===== config.mk =====
export PLATFORM = sky130hd
export DESIGN_NAME = uart_frame_tx
export DESIGN_NICKNAME = d
export VERILOG_FILES = /design/src/rtl/uart_tx_pkg.sv /design/src/rtl/uart_tx_ctrl.sv /design/src/rtl/uart_tx_datapath.sv /design/src/rtl/uart_frame_tx.sv
export SDC_FILE = /design/constraint.sdc
export NUM_CORES = 1
export LEC_CHECK = 0
export BUFFER_PORTS_ARGS = -buffer_cell sky130_fd_sc_hd__buf_2
export CAP_MARGIN = 25
export CORE_MARGIN = 2
export CORE_UTILIZATION = 62
export DETAILED_ROUTE_END_ITERATION = 6
export PLACE_DENSITY_LB_ADDON = 0.08
export SYNTH_ARGS = -nofsm -noshare
export SYNTH_HDL_FRONTEND = slang
export SYNTH_HIERARCHICAL = 1
export SYNTH_SLANG_ARGS = --single-unit

===== constraint.sdc =====
create_clock -name clk -period 5 [get_ports clk]
set_input_delay 0.5 -clock clk [delete_from_list [all_inputs] [get_ports clk]]
set_output_delay 0.5 -clock clk [all_outputs]
set_load 0.01 [all_outputs]

===== src/rtl/uart_tx_pkg.sv =====
package uart_tx_pkg;
  localparam int OVS      = 16;
  localparam int MAX_BITS = 8;
  localparam int FRAME_W  = MAX_BITS + 3;
  localparam int TICK_W   = $clog2(2 * OVS);
  localparam int LEN_W    = TICK_W + 1;
  localparam int IDX_W    = $clog2(FRAME_W + 1);

  localparam int LC_STOP  = 2;
  localparam int LC_PAREN = 3;
  localparam int LC_PSEL  = 4;
  localparam int LC_FORCE = 5;
  localparam int LC_BRK   = 6;

  typedef enum logic [1:0] {
    ST_IDLE  = 2'd0,
    ST_FRAME = 2'd1,
    ST_BREAK = 2'd2
  } txState_e;

  typedef struct packed {
    logic load;
    logic shift;
    logic breakSet;
    logic breakClr;
    logic active;
  } txStrobe_t;
endpackage


===== src/rtl/uart_tx_ctrl.sv =====
module uart_tx_ctrl
  import uart_tx_pkg::*;
(
  input  logic       clk,
  input  logic       rstN,
  input  logic       tick16,
  input  logic [7:0] lineCtrl,
  input  logic       charValid,
  output logic       charReady,
  output logic       busy,
  output txStrobe_t  strobe
);
  txState_e          state, stateN;
  logic [TICK_W-1:0] tickCnt;
  logic [IDX_W-1:0]  bitIdx, lastIdx, lastIdxNew;
  logic [LEN_W-1:0]  stopTicks, stopTicksNew, curLen;
  logic              endOfBit;

  // frame geometry decoded from the live byte, captured on load
  always_comb begin
    lastIdxNew = IDX_W'(1) + IDX_W'(5) + IDX_W'(lineCtrl[1:0]) + IDX_W'(lineCtrl[LC_PAREN]);
    if (!lineCtrl[LC_STOP])       stopTicksNew = LEN_W'(OVS);
    else if (lineCtrl[1:0] == 2'b00) stopTicksNew = LEN_W'(OVS + OVS / 2);
    else                          stopTicksNew = LEN_W'(2 * OVS);
  end

  assign curLen   = (bitIdx == lastIdx) ? stopTicks : LEN_W'(OVS);
  assign endOfBit = ({1'b0, tickCnt} == (curLen - LEN_W'(1)));

  always_comb begin
    stateN    = state;
    strobe    = '0;
    busy      = (state != ST_IDLE);
    charReady = (state == ST_IDLE) && !lineCtrl[LC_BRK];
    strobe.active = busy;
    unique case (state)
      ST_IDLE: begin
        if (lineCtrl[LC_BRK]) begin
          strobe.breakSet = 1'b1;
          stateN          = ST_BREAK;
        end else if (charValid) begin
          strobe.load = 1'b1;
          stateN      = ST_FRAME;
        end
      end
      ST_FRAME: begin
        if (tick16 && endOfBit) begin
          if (bitIdx == lastIdx) stateN = ST_IDLE;
          else                   strobe.shift = 1'b1;
        end
      end
      ST_BREAK: begin
        if (!lineCtrl[LC_BRK]) begin
          strobe.breakClr = 1'b1;
          stateN          = ST_IDLE;
        end
      end
      default: stateN = ST_IDLE;
    endcase
  end

  always_ff @(posedge clk or negedge rstN) begin
    if (!rstN) begin
      state     <= ST_IDLE;
      tickCnt   <= '0;
      bitIdx    <= '0;
      lastIdx   <= '0;
      stopTicks <= LEN_W'(OVS);
    end else begin
      state <= stateN;
      if (strobe.load) begin
        tickCnt   <= '0;
        bitIdx    <= '0;
        lastIdx   <= lastIdxNew;
        stopTicks <= stopTicksNew;
      end else if (state == ST_FRAME && tick16) begin
        if (endOfBit) begin
          tickCnt <= '0;
          bitIdx  <= bitIdx + IDX_W'(1);
        end else begin
          tickCnt <= tickCnt + TICK_W'(1);
        end
      end
    end
  end

  // bits advance only on tick pulses
  a_r9_shift_on_tick: assert property (@(posedge clk) disable iff (!rstN)
    strobe.shift |-> tick16);
  // no acceptance window while a frame or break runs
  a_r2_ready_idle: assert property (@(posedge clk) disable iff (!rstN)
    busy |-> !charReady);
endmodule


===== src/rtl/uart_tx_datapath.sv =====
module uart_tx_datapath
  import uart_tx_pkg::*;
(
  input  logic       clk,
  input  logic       rstN,
  input  txStrobe_t  strobe,
  input  logic [7:0] lineCtrl,
  input  logic [7:0] charData,
  output logic       txLine
);
  logic [FRAME_W-1:0] shiftReg, frameWord;
  logic               breakHold;
  logic [IDX_W-1:0]   nData;
  logic [7:0]         dataMask;
  logic               parBit;

  assign nData = IDX_W'(5) + IDX_W'(lineCtrl[1:0]);

  always_comb begin
    dataMask = '0;
    for (int i = 0; i < MAX_BITS; i++)
      if (i < int'(nData)) dataMask[i] = 1'b1;
    if (lineCtrl[LC_FORCE]) parBit = lineCtrl[LC_PSEL];
    else                    parBit = (^(charData & dataMask)) ^ ~lineCtrl[LC_PSEL];
    frameWord    = '1;
    frameWord[0] = 1'b0;
    for (int i = 0; i < MAX_BITS; i++)
      if (i < int'(nData)) frameWord[1 + i] = charData[i];
    if (lineCtrl[LC_PAREN]) frameWord[nData + IDX_W'(1)] = parBit;
  end

  always_ff @(posedge clk or negedge rstN) begin
    if (!rstN) begin
      shiftReg  <= '1;
      breakHold <= 1'b0;
    end else begin
      if (strobe.load)       shiftReg <= frameWord;
      else if (strobe.shift) shiftReg <= {1'b1, shiftReg[FRAME_W-1:1]};
      if (strobe.breakSet)      breakHold <= 1'b1;
      else if (strobe.breakClr) breakHold <= 1'b0;
    end
  end

  assign txLine = shiftReg[0] & ~breakHold;

  // with nothing in flight the register has drained to ones
  a_r9_idle_high: assert property (@(posedge clk) disable iff (!rstN)
    !strobe.active |-> txLine);
endmodule


===== src/rtl/uart_frame_tx.sv =====
module uart_frame_tx
  import uart_tx_pkg::*;
(
  input  logic       clk,
  input  logic       rstN,
  input  logic       tick16,
  input  logic [7:0] lineCtrl,
  input  logic [7:0] charData,
  input  logic       charValid,
  output logic       charReady,
  output logic       txLine,
  output logic       busy
);
  txStrobe_t strobe;

  uart_tx_ctrl i_ctrl (
    .clk       (clk),
    .rstN      (rstN),
    .tick16    (tick16),
    .lineCtrl  (lineCtrl),
    .charValid (charValid),
    .charReady (charReady),
    .busy      (busy),
    .strobe    (strobe)
  );

  uart_tx_datapath i_dp (
    .clk      (clk),
    .rstN     (rstN),
    .strobe   (strobe),
    .lineCtrl (lineCtrl),
    .charData (charData),
    .txLine   (txLine)
  );

  // an accepted character starts with a low start bit
  a_r2_accept_starts: assert property (@(posedge clk) disable iff (!rstN)
    (charValid && charReady) |=> (busy && !txLine));
  // a break request seen while idle pulls the line low
  a_r8_break_low: assert property (@(posedge clk) disable iff (!rstN)
    (!busy && lineCtrl[6]) |=> (busy && !txLine));
endmodule


Word-level counts from Yosys, hierarchy flattened. Index checks and enable logic that the tools add are counted.

Output and inout port bits: 3. Latch bits: 0. Bits in registers: 33. Memories kept: 0. Bits in read-only memories: 0. RAM bits: 0.

$mul: 0. Bitwise logic cells: 5. Shift operators: 0. Reduce and logical (&&, ||, !) cells: 15. Add/sub/neg operators: 7. Equality and inequality tests: 8. Div/mod/pow operators: 0. Magnitude comparators: 10. Multiplexer cells: 50.

Operators with widths (count): $mux 11 (3); $mux 1 (30); $mux 6 (3); $lt 3x4->1 const A (4); $mux 5 (3); $mux 4 (3); $bwmux 11 (1); $mux 2 (5); $reduce_bool 2->1 (5); $add 3x2->4 const A (2); $add 4x1->4 const B (2); $and 8x8->8 (1); $lt 1x4->1 const A (2); $lt 2x4->1 const A (2); $reduce_xor 8->1 (1); $eq 5x6->1 (1); $pmux 2 s3 (1); $sub 6x1->6 const B (1); $add 5x1->5 const B (1); $lt 4x5->1 const B (1); $add 4x1->4 (1); $demux 1 s4 (1); $eq 4x4->1 (1); $ge 4x1->1 const B (1); other kinds (13) (19).

Logic depth before layout (Yosys ltp).
Word-level depth: 10. Depth in mapped cells: 11. Depth with buffers taken out: 10.

Hierarchy. Netlist, hierarchy kept.

Modules (own cells, without submodules): uart_tx_ctrl (area each 1039.7 um^2, instances 1, seq. area each 451.7 um^2, cells each 115); uart_tx_datapath (area each 888.4 um^2, instances 1, seq. area each 314.1 um^2, cells each 90).

Least setup slack after synthesis. No wires, ideal clock.

Path type: reg-to-reg. From: reg i_ctrl.bitIdx[0]. To: reg i_dp.shiftReg[5]. Arrival: 2374 ps. Setup slack: 2523 ps. Cell stages (with the launch flop): 11. Path through: dfrtp_1 > xnor2_1 > and4_1 > nand2_1 > ha_1 > xnor2_1 > nor3_1 > and3_1 > mux2_2 > o21ai_0 > a41oi_1.

RTL lines: start, declared (line uart_tx_ctrl.sv:15) `logic [IDX_W-1:0] bitIdx, lastIdx, lastIdxNew;`; start signal, assigned (line uart_tx_ctrl.sv:79) `bitIdx <= bitIdx + IDX_W'(1);`; end signal, assigned (line uart_tx_datapath.sv:37) `if (strobe.load) shiftReg <= frameWord;`; end signal, assigned (line uart_tx_datapath.sv:38) `else if (strobe.shift) shiftReg <= {1'b1, shiftReg[FRAME_W-1:1]};`; end, declared (line uart_tx_datapath.sv:11) `logic [FRAME_W-1:0] shiftReg, frameWord;`.

==> impl_metrics.ini <==
[timing]
period_needed_ps = 3160
hold_viol = 0
timing.final.setup_violations = 0
tns_ps = 0
rsz_0062_raised_after_global_routing = false
worst-slew-pin-transition_ps = 844
worst_clock_skew_ps = 16.9
timing.fmax_ghz = 0.317
post-route-worst-setup-slack_ps = 1840
headroom_to_the_max_slew_limit = 0.434
post-route-period-util = 0.632
timing.final.max_slew_violations = 0

[floorplanning]
die_outline_area_um2 = 3560
die_width_um = 59.7
design.core.area_um2 = 3000
effective_utilization_at_floorplan = 0.640
ioPinCount = 23
chipHeight_um = 59.7
rows = 20

[setup_path]
critical_path_depth = 10
worstPathArrival_ps = 3360
cp_common_cell = xnor2_1
worst-r2r-cell-count = 10
setup.worst_path.end_class = flop
critical_path.slowest_cell = and3_1
worst-endpoint-required_ps = 5210
cp_top_family = simple AND/OR/NAND/NOR gates
critical_path_peak_fanout = 14
timing.critical_path.cells = xnor2_1 -> and4_1 -> nand2_1 -> ha_1 -> xnor2_1 -> nor3_1 -> and3_1 -> mux2_2 -> o21ai_0 -> a41oi_1
worst_setup_path_start_kind = flop
startpoint_to_endpoint_class_of_the_critical_path = flop to flop
critical_path_buf_inv_count = 0
max_stage_delay_ps = 610

[global_routing]
grt_pass1_vias = 1377
global_route.usage.total = 0.234
grt_first_pass_wirelength_um = 6220
gr-total-overflow = 0
number_of_antenna_violations_at_the_first_check_in_global_routing = 0
grt_max_degree = 33

[cells_and_area]
area_growth_pct = 8.66
post-route-util = 0.695
number_of_filler_cells_placed_in_the_layout = 246
layout-drive-gt1-share = 0.229
design.final.nets = 253
antenna-diode-count = 0

[clock_tree]
cts.root.buffer_cell = clkbuf_4
cts_max_level = 2
clkLatencyLatePin_ps = 330
cts_tree = built
cts_setup_buffers = 0
tritoncts.num_buffers = 5
post_cts_hold_buffer_count = 0
cts_resized = 0
clkTransAtPathRegs_ps = 100
tritoncts_num_sinks = 30
clock_tree_buf_depth = 2

[place]
hpwl_um = 2720
preCtsSetupSlack_ps = 1880
final_weighted_congestion_in_routability_driven_placement = 0.772
port-buffer-count = 21

[drt]
average_via_count_per_standard_cell = 5.80
post-route-drc-count = 0
average_wire_per_cell_in_the_routed_design_um = 13.9
drt_first_pass_iters = 4
first_iter_violations = 47
via_count = 1509
drt_wl_total_um = 3610
ant_nets_after_route = 0

[pwr]
power.density_nw_per_um2 = 296
totalPowerFinal_mw = 0.618
static_leakage_nw = 0.952
worst_ir_drop_vdd_uv = 187

[synth]
synth.net_count = 231
synthesis.area_um2 = 1920
syn_inst = 204
ys_warn_count = 6
avgSynthCellArea_um2 = 9.41

[job]
max_cap_viol_count = 0

[worst_hold_path]
hp-class = input port to async pin

[status]
run_status = finished, final reports clean
[area by class of cell]
class,count,area (um^2),area share
clock buffer,7,55.1,0.0264
clock inverter,1,5.00,0.00240
inverter,9,33.8,0.0162
multi-input combinational,159,1080,0.518
sequential,30,766,0.367
tap,33,41.3,0.0198
timing repair buffer,21,105,0.0504
[layer usage]
layer	share of wire	track usage	vias to the layer above
met2	0.47	0.356	38
met3	0.042	0.0606	6
met1	0.47	0.324	702
met5	0	0	-
met4	0.016	0.0794	0
li1	-	-	763
[state kept, by name, summed over array words and instances (netlist names)]
register,count
i_ctrl/lastIdx,4
i_ctrl/state,2
i_dp/shiftReg,11
i_ctrl/tickCnt,5
i_dp/breakHold,1
i_ctrl/stopTicks,3
i_ctrl/bitIdx,4
[final timing paths]
check / startpoint / endpoint / slack, ps
setup / recovery: i_ctrl/bitIdx[0]$_DFFE_PN0P_ / i_dp/shiftReg[5]$_DFFE_PN1P_ / 1840
hold / removal: rstN / i_ctrl/tickCnt[2]$_DFFE_PN0P_ / 180
setup reg to reg: i_ctrl/bitIdx[0]$_DFFE_PN0P_ / i_dp/shiftReg[5]$_DFFE_PN1P_ / 1840
hold reg to reg: i_dp/breakHold$_DFFE_PN0P_ / i_dp/breakHold$_DFFE_PN0P_ / 480
max in group asynchronous: rstN / i_ctrl/stopTicks[3]$_DFFE_PN0P_ / 4400
min in group clk: tick16 / i_ctrl/state[0]$_DFFE_PN0P_ / 390
[cell usage in the layout (no fill, tap or decap), types with 2 or more instances in the layout]
master	count
a211oi_1	3
a21o_1	3
a21oi_1	3
a31oi_1	2
a41oi_1	3
and2_1	2
and2b_1	2
and3_1	3
and3b_1	2
and4b_1	2
buf_2	21
clkbuf_4	5
dfrtp_1	18
dfstp_2	12
ha_1	7
inv_1	8
mux2_2	2
mux2i_1	10
nand2_1	30
nand2b_1	3
nand3_1	6
nand4_1	2
nor2_1	22
nor2b_1	3
nor3_1	2
nor3b_1	2
o211ai_1	2
o21ai_0	10
o22ai_1	2
xnor2_1	11
[stage by stage]
| stage | hold slack (ps) | cells | cell area (um^2) |
|---|---|---|---|
| 2_1_floorplan | 204 | 204 | 1920 |
| 5_1_grt | 206 | 260 | 2090 |
| 3_3_place_gp | 466 | 252 | 2030 |
| 6_report | 180 | 260 | 2090 |
| 3_5_place_dp | 466 | 252 | 2030 |
| 4_1_cts | 191 | 260 | 2090 |
[power by group]
part,switching (mW),internal [mW]
Sequential,0.0254,0.293
Clock,0.0821,0.0681
Combinational,0.0799,0.0696
Total,0.187,0.430
No activity file was read; power rests on OpenSTA's default activity.
